File: src/rtl/pm_gate_pkg.sv
package pm_gate_pkg;
  typedef enum logic [1:0] {
    PS_D0 = 2'b00,
    PS_D3 = 2'b11
  } pstate_e;

  typedef struct packed {
    logic       sts_w1c;
    logic       pme_en;
    logic [1:0] ps;
  } cfg_word_t;

  function automatic logic ps_legal(input logic [1:0] code);
    return (code == PS_D0) || (code == PS_D3);
  endfunction
endpackage

File: src/rtl/pm_state_reg.sv
module pm_state_reg
  import pm_gate_pkg::*;
(
  input  logic       clk,
  input  logic       rst_n,
  input  logic       cfg_wr,
  input  logic [1:0] cfg_ps,
  output logic [1:0] state,
  output logic       fn_rst
);
  logic wake_to_d0;

  assign wake_to_d0 = cfg_wr && (cfg_ps == PS_D0) && (state == PS_D3);

  always_ff @(posedge clk or negedge rst_n) begin
    if (!rst_n) begin
      state  <= PS_D0;
      fn_rst <= 1'b0;
    end else begin
      fn_rst <= wake_to_d0;
      if (cfg_wr && ps_legal(cfg_ps)) state <= cfg_ps;
    end
  end
endmodule

File: src/rtl/pm_mmio_gate.sv
module pm_mmio_gate #(
  parameter int ADDR_W   = 12,
  parameter int DATA_W   = 32,
  parameter int DBG_BASE = 'h0A0,
  parameter int DBG_SIZE = 16
) (
  input  logic              clk,
  input  logic              rst_n,
  input  logic              powered,
  input  logic              req_valid,
  output logic              req_ready,
  input  logic              req_write,
  input  logic [ADDR_W-1:0] req_addr,
  input  logic [DATA_W-1:0] req_wdata,
  output logic              fn_req_valid,
  input  logic              fn_req_ready,
  output logic              fn_req_write,
  output logic [ADDR_W-1:0] fn_req_addr,
  output logic [DATA_W-1:0] fn_req_wdata,
  output logic              fn_req_dbg,
  input  logic              fn_rsp_valid,
  output logic              fn_rsp_ready,
  input  logic [DATA_W-1:0] fn_rsp_rdata,
  output logic              rsp_valid,
  input  logic              rsp_ready,
  output logic [DATA_W-1:0] rsp_rdata,
  output logic              rsp_abort
);
  localparam logic [ADDR_W:0] DBG_LO = (ADDR_W+1)'(DBG_BASE);
  localparam logic [ADDR_W:0] DBG_HI = (ADDR_W+1)'(DBG_BASE + DBG_SIZE);

  logic abort_pend;
  logic take_abort;
  logic [ADDR_W:0] addr_ext;

  assign addr_ext   = {1'b0, req_addr};
  assign fn_req_dbg = (addr_ext >= DBG_LO) && (addr_ext < DBG_HI);

  assign take_abort   = req_valid && !powered && !abort_pend;
  assign fn_req_valid = req_valid && powered && !abort_pend;
  assign fn_req_write = req_write;
  assign fn_req_addr  = req_addr;
  assign fn_req_wdata = req_wdata;
  assign req_ready    = !abort_pend && (powered ? fn_req_ready : 1'b1);

  always_ff @(posedge clk or negedge rst_n) begin
    if (!rst_n)                       abort_pend <= 1'b0;
    else if (take_abort)              abort_pend <= 1'b1;
    else if (abort_pend && rsp_ready) abort_pend <= 1'b0;
  end

  assign rsp_valid    = abort_pend || fn_rsp_valid;
  assign rsp_abort    = abort_pend;
  assign rsp_rdata    = abort_pend ? {DATA_W{1'b1}} : fn_rsp_rdata;
  assign fn_rsp_ready = rsp_ready && !abort_pend;
endmodule

File: src/rtl/pm_irq_pme.sv
module pm_irq_pme #(
  parameter int IRQ_SRCS = 2
) (
  input  logic                clk,
  input  logic                rst_n,
  input  logic                powered,
  input  logic                cfg_wr,
  input  logic                cfg_en,
  input  logic                cfg_w1c,
  input  logic [IRQ_SRCS-1:0] fn_irq,
  input  logic                fn_wake,
  output logic                irq_out,
  output logic                pme_out,
  output logic                pme_en,
  output logic                pme_sts
);
  always_ff @(posedge clk or negedge rst_n) begin
    if (!rst_n) begin
      pme_en  <= 1'b0;
      pme_sts <= 1'b0;
    end else begin
      if (cfg_wr) pme_en <= cfg_en;
      if (fn_wake)                pme_sts <= 1'b1;
      else if (cfg_wr && cfg_w1c) pme_sts <= 1'b0;
    end
  end

  assign irq_out = powered && (|fn_irq);
  assign pme_out = pme_sts && pme_en;
endmodule

File: src/rtl/pm_gate_ctrl.sv
module pm_gate_ctrl
  import pm_gate_pkg::*;
#(
  parameter int ADDR_W   = 12,
  parameter int DATA_W   = 32,
  parameter int DBG_BASE = 'h0A0,
  parameter int DBG_SIZE = 16,
  parameter int IRQ_SRCS = 2
) (
  input  logic                clk,
  input  logic                rst_n,
  input  logic                cfg_wr,
  input  logic [3:0]          cfg_wdata,
  output logic [3:0]          cfg_rdata,
  output logic                fn_rst,
  input  logic                req_valid,
  output logic                req_ready,
  input  logic                req_write,
  input  logic [ADDR_W-1:0]   req_addr,
  input  logic [DATA_W-1:0]   req_wdata,
  output logic                fn_req_valid,
  input  logic                fn_req_ready,
  output logic                fn_req_write,
  output logic [ADDR_W-1:0]   fn_req_addr,
  output logic [DATA_W-1:0]   fn_req_wdata,
  output logic                fn_req_dbg,
  input  logic                fn_rsp_valid,
  output logic                fn_rsp_ready,
  input  logic [DATA_W-1:0]   fn_rsp_rdata,
  output logic                rsp_valid,
  input  logic                rsp_ready,
  output logic [DATA_W-1:0]   rsp_rdata,
  output logic                rsp_abort,
  input  logic [IRQ_SRCS-1:0] fn_irq,
  output logic                irq_out,
  input  logic                fn_wake,
  output logic                pme_out
);
  cfg_word_t  wr_word;
  logic [1:0] state;
  logic       powered;
  logic       pme_en;
  logic       pme_sts;

  assign wr_word = cfg_word_t'(cfg_wdata);
  assign powered = (state == PS_D0);

  pm_state_reg u_state (
    .clk    (clk),
    .rst_n  (rst_n),
    .cfg_wr (cfg_wr),
    .cfg_ps (wr_word.ps),
    .state  (state),
    .fn_rst (fn_rst)
  );

  pm_mmio_gate #(
    .ADDR_W  (ADDR_W),
    .DATA_W  (DATA_W),
    .DBG_BASE(DBG_BASE),
    .DBG_SIZE(DBG_SIZE)
  ) u_gate (
    .clk          (clk),
    .rst_n        (rst_n),
    .powered      (powered),
    .req_valid    (req_valid),
    .req_ready    (req_ready),
    .req_write    (req_write),
    .req_addr     (req_addr),
    .req_wdata    (req_wdata),
    .fn_req_valid (fn_req_valid),
    .fn_req_ready (fn_req_ready),
    .fn_req_write (fn_req_write),
    .fn_req_addr  (fn_req_addr),
    .fn_req_wdata (fn_req_wdata),
    .fn_req_dbg   (fn_req_dbg),
    .fn_rsp_valid (fn_rsp_valid),
    .fn_rsp_ready (fn_rsp_ready),
    .fn_rsp_rdata (fn_rsp_rdata),
    .rsp_valid    (rsp_valid),
    .rsp_ready    (rsp_ready),
    .rsp_rdata    (rsp_rdata),
    .rsp_abort    (rsp_abort)
  );

  pm_irq_pme #(.IRQ_SRCS(IRQ_SRCS)) u_irq (
    .clk     (clk),
    .rst_n   (rst_n),
    .powered (powered),
    .cfg_wr  (cfg_wr),
    .cfg_en  (wr_word.pme_en),
    .cfg_w1c (wr_word.sts_w1c),
    .fn_irq  (fn_irq),
    .fn_wake (fn_wake),
    .irq_out (irq_out),
    .pme_out (pme_out),
    .pme_en  (pme_en),
    .pme_sts (pme_sts)
  );

  assign cfg_rdata = {pme_sts, pme_en, state};
endmodule

File: config.mk
export PLATFORM = sky130hd
export DESIGN_NAME = pm_gate_ctrl
export DESIGN_NICKNAME = d
export VERILOG_FILES = /design/src/rtl/pm_gate_pkg.sv /design/src/rtl/pm_state_reg.sv /design/src/rtl/pm_mmio_gate.sv /design/src/rtl/pm_irq_pme.sv /design/src/rtl/pm_gate_ctrl.sv
export SDC_FILE = /design/constraint.sdc
export NUM_CORES = 1
export LEC_CHECK = 0
export ABC_AREA = 0
export BUFFER_PORTS_ARGS = -buffer_cell sky130_fd_sc_hd__buf_4
export CAP_MARGIN = 20
export CORE_AREA = 2 2 71 73
export DETAILED_ROUTE_END_ITERATION = 8
export DIE_AREA = 0 0 73 75
export HOLD_SLACK_MARGIN = 0.15
export PLACE_DENSITY_LB_ADDON = 0.1
export SETUP_SLACK_MARGIN = 0.15
export SLEW_MARGIN = 30
export SYNTH_ARGS = -nofsm -noshare
export SYNTH_HDL_FRONTEND = slang
export SYNTH_HIERARCHICAL = 1
export SYNTH_SLANG_ARGS = --single-unit
File: constraint.sdc
create_clock -name clk -period 2.17 [get_ports clk]
set_clock_uncertainty 0.1 [all_clocks]
set_input_delay 0.1085 -clock clk [delete_from_list [all_inputs] [get_ports clk]]
set_output_delay 0.1085 -clock clk [all_outputs]
set_load 0.01 [all_outputs]
# [Word level (Yosys, flattened, before mapping)]
# Index checks and enable logic that the tools add are counted.
# Widths: inputs -> output; s select.
[word_totals] ff_bits=6 inputBits=91 out_inout_bits=90 wordCells=38
[classes] n_lt_le_gt_ge=2 n_eq_ne=2 muxes=6 reduce_logical=23
[ops] op="$mux 32" n=1
[ops] op="$logic_and 1x1->1" n=14
[ops] op="$ge 12x8->1 const B" n=1
[ops] op="$lt 12x8->1 const B" n=1
[ops] op="$mux 1" n=5
[ops] op="$eq 2x2->1 const B" n=2
[ops] op="$logic_not 2->1" n=2
[ops] op="$reduce_bool 2->1" n=2
[ops] op="$logic_not 1->1" n=2
[ops] op="$logic_or 1x1->1" n=2
[ops] op="$reduce_or 2->1" n=1

# [Logic depth before layout (Yosys ltp)]
# Gate-level depths: netlist of the first run.
[logic_depth] word_depth=5 ltp_mapped=4

# [Hierarchy]
# Netlist of the first run, hierarchy kept.
[modules_own_cells] module="pm_mmio_gate" instances=1 cells_per_inst=94 area_each_um2=653.1 seq_area_each_um2=25.0
[modules_own_cells] module="pm_state_reg" instances=1 cells_per_inst=10 area_each_um2=148.9 seq_area_each_um2=75.1
[modules_own_cells] module="pm_irq_pme" instances=1 cells_per_inst=7 area_each_um2=90.1 seq_area_each_um2=50.0
[modules_own_cells] module="pm_gate_ctrl" instances=1 cells_per_inst=3 area_each_um2=18.8 seq_area_each_um2=0.0

# [Least setup slack after synthesis of the first run]
# No wires, ideal clock.
[synth_path] path_type="reg2out" start="register u_gate.abort_pend, in the netlist u_gate/rsp_abort" end="output rsp_rdata[14]" arrival_ns=1.027 t_required_ns=1.961 setup_slack_ns=0.935 stages_incl_launch_ff=4 path_buffers=2 path_cell_list="dfrtp_1 -> buf_2 -> clkbuf_2 -> or2_2"
[synth_between] elab_chain_len=1
[synth_lines] element="start, declared" line="pm_mmio_gate.sv:32" source="logic abort_pend;"
[synth_lines] element="start signal, assigned" line="pm_mmio_gate.sv:47" source="if (!rst_n) abort_pend <= 1'b0;"
[synth_lines] element="start signal, assigned" line="pm_mmio_gate.sv:48" source="else if (take_abort) abort_pend <= 1'b1;"
[synth_lines] element="start signal, assigned" line="pm_mmio_gate.sv:49" source="else if (abort_pend && rsp_ready) abort_pend <= 1'b0;"
[synth_lines] element="$mux 32" line="pm_mmio_gate.sv:54" source="assign rsp_rdata = abort_pend ? {DATA_W{1'b1}} : fn_rsp_rdata;"
[synth_lines] element="end, declared" line="pm_gate_ctrl.sv:32" source="output logic [DATA_W-1:0] rsp_rdata,"
# Every way passes these cells.

# [Worst setup path after layout of the first run]
[layout_path] start="input cfg_wdata[2]" end="register u_irq.pme_en"
[layout_lines] element="start, declared" line="pm_gate_ctrl.sv:13" source="input logic [3:0] cfg_wdata,"
[layout_lines] element="end signal, assigned" line="pm_irq_pme.sv:22" source="if (cfg_wr) pme_en <= cfg_en;"
[layout_lines] element="end, declared" line="pm_irq_pme.sv:14" source="output logic pme_en,"
# No word-level cell between the ends.

==> results of run 1 <==
## metrics by stage
| stage | power [mW] | std cells |
|---|---|---|
| after floorplan | 0.485 | 114 |
| after global placement | 0.704 | 223 |
| after detailed placement | 0.705 | 223 |
| after CTS | 0.967 | 273 |
| after global routing | 1.02 | 273 |
| final | 0.950 | 273 |
## kinds of logic after synthesis
group	synth area share
and+or+nand+nor	0.309
buffers and inverters	0.431
adders and majority gates	0.0137
AOI/OAI and AO/OA	0.0316
muxes	0.0494
DFF	0.165
## path summary, 6_finish.rpt
path,endpoint,slack [ps],cells past startpoint
max in group asynchronous,u_gate/rsp_abort,1020,3
max reg2reg,u_irq/pme_en,750,2
min in group asynchronous,u_state/state[1],720,3
min reg2reg,u_state/state[0],470,1
max,u_irq/pme_en,590,4
min,u_state/fn_rst,150,2
## sequential cells by signal (all words and copies together) (netlist names)
signal            cells
u_gate/rsp_abort      1
u_irq/pme_en          1
u_irq/pme_sts         1
u_state/fn_rst        1
u_state/state         2
## cell usage in the layout, fill, tap and decap left out
cell type and n:
a21oi_1 1, clkbuf_8 3, nand2b_4 1, dfrtp_2 1
dlygate4sd3_1 47, a21o_1 1, and4_2 1, a22o_1 1
mux2_4 3, o21a_1 1, nor2_1 5, nand4bb_1 1
and2_1 1, or4_1 1, dfrtp_1 5, nand2_1 2
ha_1 1, inv_1 4, buf_4 106, or2_2 33
## routing by layer
metal	global-route usage	vias up
li1	-	514
met1	0.0935	474
met2	0.205	97
met3	0.0214	2
met4	0.0309	0
met5	0	-
## area by class of cell
type / instances / area [um2] / area share
Clock buffer: 3 / 41.3 / 0.0216
Sequential cell: 6 / 151 / 0.0793
Multi-Input combinational cell: 53 / 368 / 0.193
Timing Repair Buffer: 153 / 1270 / 0.663
Tap cell: 54 / 67.6 / 0.0354
Inverter: 4 / 15.0 / 0.00786
## power breakdown
part	internal [mW]	switching [mW]	total, mW	leakage, nW
combinational	0.380	0.228	0.609	0.887
clock	0.119	0.0429	0.162	0.0216
sequential	0.129	0.0504	0.180	0.0702
## worst reg2reg max path, stage by stage, from the launching register on
cell	delay, ps
dfrtp_1	380
mux2_4	270
dlygate4sd3_1	550
## what timing repair did
item                      4_1_cts  5_1_grt
buffers inserted                0        0
hold buffers                   47        0
hold endpoints to repair       48        0
==> metrics.txt, run 1 <==
Worst-Margin Slew=485 ps; CTS tree=built; Core ar.=4660 um2; slowest CP cell=dlygate4sd3_1; top-count cell post-synth=buf_4; fin. max-slew vios=0; Rows=25; Syn Area/Cell=7.99 um2; first-pass GRT wire length=4220 um; CP arrival=1580 ps; Final #Nets=313; antenna cell count=0; PD cells=498 nW/um2; die area=5480 um2; Yosys reg bits=6; H-tree Lvls=1; crit path launch type=input port; final setup TNS=0 ps; worst vdd ir=0.328 mV; post-layout util=0.410; Routability Congestion=0.649; P&R area growth vs syn=110%; EDFF count, synth=0; clk buf depth=2; fillers=466; Final WS setup=589 ps; clock root buffer=clkbuf_8; setup slack after placement=608 ps; CP bufs+invs=3; vias per cell=3.98; Iter 0 DRT Violations=13; type of the worst min-delay path=in2reg; post-cts sizing count=0; Hold Fails Final Rpt=0; max incr delay on CP=550 ps; relative slew slack=0.677; Leak Pwr=0.978 nW; CTS sink cnt=6; routed wire length=3400 um; Worst Min Path Start=cfg_wr; # setup viols final=0; top cells by count, synth=buf_4 (47), or2_2 (33), dfrtp_1 (6); DR vias=1087; WHS=154 ps; Tmin final=1580 ps; cells after synthesis=114; most frequent CP cell=dlygate4sd3_1; CP endpoint kind=flop; Cell Chain, Critical Path=dlygate4sd3_1 -> buf_4 -> mux2_4 -> dlygate4sd3_1; Overflow after GRT=0; area of the mapped netlist=911 um2; worst-path fanout max=1; ranking of synthesized cells by area=buf_4 (39%), or2_2 (23%), dfrtp_1 (16%), mux2_4 (4.9%), nor2_1 (2.1%); Ports=181; DRT met1 WL=1020 um; DP Area=1400 um2; cell area after layout=1910 um2; Detail Route Antenna Nets=0; initial antenna violation count=0; status=finished clean; Die Y=75 um; largest area contributor in the netlist=buf_4; share of the synthesized area in the top cell type=0.387; metal2 WL=1980 um; TritonRoute pass-1 iters=2; total CTS buffers=3; register area share after synthesis=0.165; pin count of the biggest net entering global routing=40; Max-Cap Viols=0; Setup crit start=cfg_wdata[2]; WP data required=2160 ps; Initial Util=0.195; FMAX=632 MHz; synth unique cells=21; wire per inst=12.5 um; Worst R2R Start=u_irq/pme_en; DR DRC count=0; vias in the first global route=941; All-Layer GR Usage=0.0983; clk_lat worst skew=220 ps; Die Width=73 um; DR top layer=met4; met3 WL=375 um; Post-Syn Nets=206; RSZ-0062 raised after global routing=false; Reg clk slew, reported paths=30 ps; asr flop ratio synth=1.00; Port-buffer cells=106; critical path class=in2reg; crit share post-route=0.729; ys flop type=dfrtp_1; Detailed Place HPWL=2460 um; Top delay family on crit path=buffers and inverters; number of synthesis warnings=6; share of cells above drive strength 1=0.676
(Power assumes the default switching activity.)
==> run 2: changes to the inputs <==
- CORE_AREA: 2 2 71 73 -> 2 2 69 71
- DIE_AREA: 0 0 73 75 -> 0 0 71 73
- clock period: 2.17 -> 1.59 ns (I/O delays scaled with it)
==> run 2 against run 1 <==
Sequential share of layout area down 0.17 points. Non-clock buffer count increased by 2. Die area decreased by 5.3%. Core utilization is 1.7 points higher. Sequential cell count unchanged. Global-route usage increased by 1.1 points. Cell count rose by 0.73%. Cell area grew 1.4%. Critical path type is now reg2out. Highest routed layer unchanged.
==> metrics.txt, run 2 (same netlist as run 1, synthesis figures left out) <==
Reg clk slew, reported paths=40 ps; Port-buffer cells=106; Worst R2R Start=u_irq/pme_sts; Ports=181; DR vias=1104; Initial Util=0.201; CP arrival=1210 ps; CTS tree=built; post-layout util=0.427; Final WS setup=197 ps; P&R area growth vs syn=113%; Overflow after GRT=0; Tot Pwr=1.33 mW; Max-Cap Viols=0; pin count of the biggest net entering global routing=36; final setup TNS=0 ps; hold endpoint=fn_req_addr[8]; crit path launch type=flop; reg2reg path depth=2; max reg flops=2; vias in the first global route=1015; antenna cell count=0; Setup crit start=u_gate/rsp_abort; CTS sink cnt=6; vias per cell=4.01; fillers=458; Worst Min Path Start=req_addr[8]; wire per inst=12.3 um; initial antenna violation count=0; WHS=245 ps; Worst-Margin Slew=268 ps; critical path class=reg2out; share of cells above drive strength 1=0.683; clock root buffer=clkbuf_8; status=finished clean; crit share post-route=0.876; fin. max-slew vios=0; Top reg by flops=u_state/state; Final #Nets=315; clk_lat worst skew=220 ps; CP endpoint kind=primary output; most frequent cells in the layout=buf_4 (107), dlygate4sd3_1 (46), or2_2 (33), dfrtp_1 (6); TritonRoute pass-1 iters=2; post-CTS setup buffer count=0; worst vdd ir=0.336 mV; Tmin final=1390 ps; Detailed Place HPWL=2500 um; commonest non-fill, non-tap cell in the layout=buf_4; FMAX=718 MHz; All-Layer GR Usage=0.109; worst-path fanout max=35; Die Width=71 um; Iter 0 DRT Violations=9; Die Y=73 um; RSZ-0062 raised after global routing=false; Detail Route Antenna Nets=0; # setup viols final=0; H-tree Lvls=1; clk buf depth=2; RR Endpoint=u_irq/pme_sts; Hold Fails Final Rpt=0; Rows=25; Core ar.=4540 um2; total CTS buffers=3; setup slack after placement=355 ps; WP data required=1410 ps; die area=5180 um2; hold depth=2; Worst R2R Setup Slack=290 ps; DR DRC count=0; Routability Congestion=0.755; routed wire length=3370 um; type of the worst min-delay path=in2out; relative slew slack=0.821; Leak Pwr=1.00 nW; PD cells=686 nW/um2; first-pass GRT wire length=4570 um
[run 2: cell count changes in the layout (fill, tap and decap cells not counted), sizes merged]
| cell | change |
|---|---|
| buf | +2 |
| dlygate4sd3 | -1 |
| dlymetal6s4s | +1 |
[run 2: area by class of cell]
class                           instances  area [um2]  share of cell area
Clock buffer                            3        41.3              0.0213
Inverter                                4        15.0             0.00776
Multi-Input combinational cell         53         374               0.193
Sequential cell                         6         150              0.0776
Tap cell                               54        67.6              0.0349
Timing Repair Buffer                  155        1290               0.665
[run 2: stage by stage]
| stage | instances | instance area [um2] |
|---|---|---|
| 6_report | 275 | 1940 |
| 5_1_grt | 275 | 1940 |
| 4_1_cts | 275 | 1930 |
| 3_5_place_dp | 225 | 1410 |
| 3_3_place_gp | 225 | 1410 |
| 2_1_floorplan | 114 | 911 |
[run 2: timing repair]
| action | CTS | global route |
|---|---|---|
| endpoints found under the setup margin | 3 | 3 |
| hold buffers | 47 | 0 |
| endpoints found under the hold margin | 49 | 0 |
| resized for setup | 1 | 3 |
| pin swaps | 0 | 0 |
[run 2: power breakdown]
part | internal (mW) | switching (mW) | total, mW | leakage, nW
clock network | 0.162 | 0.0610 | 0.223 | 0.0216
registers | 0.176 | 0.0190 | 0.195 | 0.0713
logic | 0.543 | 0.367 | 0.909 | 0.907
total | 0.881 | 0.447 | 1.33 | 1.00
[run 2: layer usage]
metal | GRT usage | wire [um] | vias up | share of wire
met5 | 0 | 0 | - | 0
met2 | 0.241 | 2120 | 89 | 0.63
li1 | - | - | 520 | -
met3 | 0.0262 | 378 | 2 | 0.11
met4 | 0.0377 | 19 | 0 | 0.0056
met1 | 0.0909 | 855 | 493 | 0.25
[run 2: worst max-delay path by stage]
| stage | endpoint | slack (ps) |
|---|---|---|
| 3_3_place_gp | u_gate/rsp_abort | 370 |
| 5_1_grt | rsp_rdata[20] | 150 |
| 3_5_place_dp | u_gate/rsp_abort | 360 |
| 2_1_floorplan | rsp_rdata[14] | 380 |
| 6_report | rsp_rdata[20] | 200 |
| 4_1_cts | u_irq/pme_sts | 170 |
[run 2: worst max-delay path: stages, from the launching register on]
cell	delay [ps]
dfrtp_1	360
buf_6	170
or2_2	310
buf_4	150
==> run 3: changes to the inputs <==
- ABC_AREA: 0 -> 1
- CORE_AREA: 2 2 69 71 -> 2 2 71 73
- DIE_AREA: 0 0 71 73 -> 0 0 73 75
==> run 3 against run 2 <==
Register-to-register slack hardly changed. Count of clock-buffer cells in the layout is the same. Global-route usage fell by 0.44 points. First-iteration DRC count rose by 130%. Sequential power about the same. Cell count up 7.6%. Synthesized cell count up 18%.
==> metrics.txt, run 3 <==
max reg flops=2; Port-buffer cells=106; Cell Chain, Critical Path=dlygate4sd3_1 -> buf_4 -> inv_1 -> nand2_1 -> dlygate4sd3_1; FMAX=713 MHz; max incr delay on CP=560 ps; Worst R2R Setup Slack=300 ps; Top reg by flops=u_state/state; Syn Area/Cell=6.90 um2; RSZ-0062 raised after global routing=true; final setup TNS=0 ps; largest area contributor in the netlist=buf_4; Rows=25; PD cells=663 nW/um2; hold endpoint=fn_req_addr[4]; Hold Fails Final Rpt=0; hold depth=2; ys flop type=dfrtp_1; worst vdd ir=0.377 mV; Post-Syn Nets=227; status=finished clean; Overflow after GRT=0; CP arrival=1390 ps; Initial Util=0.200; RR Endpoint=u_irq/pme_sts; TritonRoute pass-1 iters=4; Die Y=75 um; cells after synthesis=135; Iter 0 DRT Violations=21; WP data required=1580 ps; CTS sink cnt=6; total CTS buffers=3; crit share post-route=0.882; first-pass GRT wire length=4530 um; critical path class=in2reg; most frequent cells in the layout=buf_4 (106), dlygate4sd3_1 (48), or2_1 (29), nand2_1 (18), nor2_1 (12); type of the worst min-delay path=in2out; fin. max-slew vios=0; worst-path fanout max=1; Reg clk slew, reported paths=30 ps; area of the mapped netlist=931 um2; Worst Min Path Start=req_addr[4]; initial antenna violation count=0; H-tree Lvls=1; DR DRC count=0; antenna cell count=0; cell area after layout=1940 um2; routed wire length=3640 um; clk buf depth=2; share of the synthesized area in the top cell type=0.379; synth unique cells=13; Core ar.=4660 um2; relative slew slack=0.808; CTS tree=built; Yosys reg bits=6; Detail Route Antenna Nets=0; slowest CP cell=dlygate4sd3_1; Detailed Place HPWL=2540 um; EDFF count, synth=0; vias in the first global route=1019; ranking of synthesized cells by area=buf_4 (38%), or2_1 (19%), dfrtp_1 (16%), nand2_1 (7.3%), nor2_1 (4.8%); Final #Nets=336; register area share after synthesis=0.161; commonest non-fill, non-tap cell in the layout=buf_4; DR vias=1138; crit path launch type=input port; P&R area growth vs syn=109%; CP endpoint kind=flop; Worst R2R Start=u_irq/pme_sts; Worst-Margin Slew=287 ps; Max-Cap Viols=0; share of cells above drive strength 1=0.471; Reg area=150 um2; Routability Congestion=0.716; Die Width=73 um; top cells by count, synth=buf_4 (47), or2_1 (29), nand2_1 (18); WHS=247 ps; All-Layer GR Usage=0.105; top-count cell post-synth=buf_4; # setup viols final=0; reg2reg path depth=3; die area=5480 um2; asr flop ratio synth=1.00; wire per inst=12.3 um; fillers=472; Tmin final=1400 ps; vias per cell=3.84; number of synthesis warnings=6; DP Area=1410 um2; footprint of the multi-input gates=352 um2; clk_lat worst skew=220 ps; Leak Pwr=1.02 nW; most frequent CP cell=dlygate4sd3_1; clock root buffer=clkbuf_8; Ports=181; pin count of the biggest net entering global routing=40
[run 3: layout make-up]
class                           instances  area share
Clock buffer                            3      0.0212
Multi-Input combinational cell         68       0.181
Inverter                               10      0.0193
Sequential cell                         6      0.0772
Timing Repair Buffer                  155       0.667
Tap cell                               54      0.0347
[run 3: where the power goes]
group | internal (mW) | switching [mW]
sequential | 0.174 | 0.0185
clock | 0.162 | 0.0598
combinational | 0.500 | 0.374
[run 3: how the worst max path moves through the flow]
stage | startpoint | to
2_1_floorplan | u_gate/rsp_abort | rsp_rdata[10]
3_3_place_gp | u_gate/rsp_abort | rsp_rdata[26]
3_5_place_dp | u_gate/rsp_abort | rsp_rdata[26]
4_1_cts | u_gate/rsp_abort | rsp_rdata[25]
5_1_grt | u_gate/rsp_abort | rsp_rdata[26]
6_report | fn_wake | u_irq/pme_sts
[run 3: routing by layer]
| metal | up-vias | part of all wire | track usage |
|---|---|---|---|
| li1 | 565 | - | - |
| met1 | 503 | 0.32 | 0.115 |
| met2 | 70 | 0.60 | 0.205 |
| met3 | 0 | 0.079 | 0.0174 |
| met4 | 0 | 0 | 0.0309 |
| met5 | - | 0 | 0 |
[run 3: cells by family (layout without fill, tap and decap cells)]
logic type                 count (synthesis)  in the layout  share of synthesized area
AOI/OAI and AO/OA                          2              2                     0.0107
DFF                                        6              6                      0.161
adders and majority gates                  1              1                     0.0134
buffers and inverters                     61            168                      0.461
and+or+nand+nor                           65             65                      0.353
[run 3: timing repair]
item,CTS,global route
hold endpoints to repair,49,1
resized for setup,1,2
buffers inserted,0,0
endpoints found under the setup margin,4,4
cloned,0,0
hold buffers,48,1
[run 3: critical path, delay by kind of cell]
kind          cells  cell delay, ps
buf+inv           4            1270
simple gates      1              50
[run 3: metrics by stage]
step | util | std cells | setup WS (ps) | power [mW]
after floorplan | - | 135 | 489 | 0.641
after global placement | 0.303 | 245 | 398 | 0.926
after detailed placement | 0.303 | 245 | 382 | 0.930
after CTS | 0.415 | 296 | 188 | 1.30
after global routing | 0.417 | 296 | 146 | 1.38
final | 0.417 | 296 | 188 | 1.29
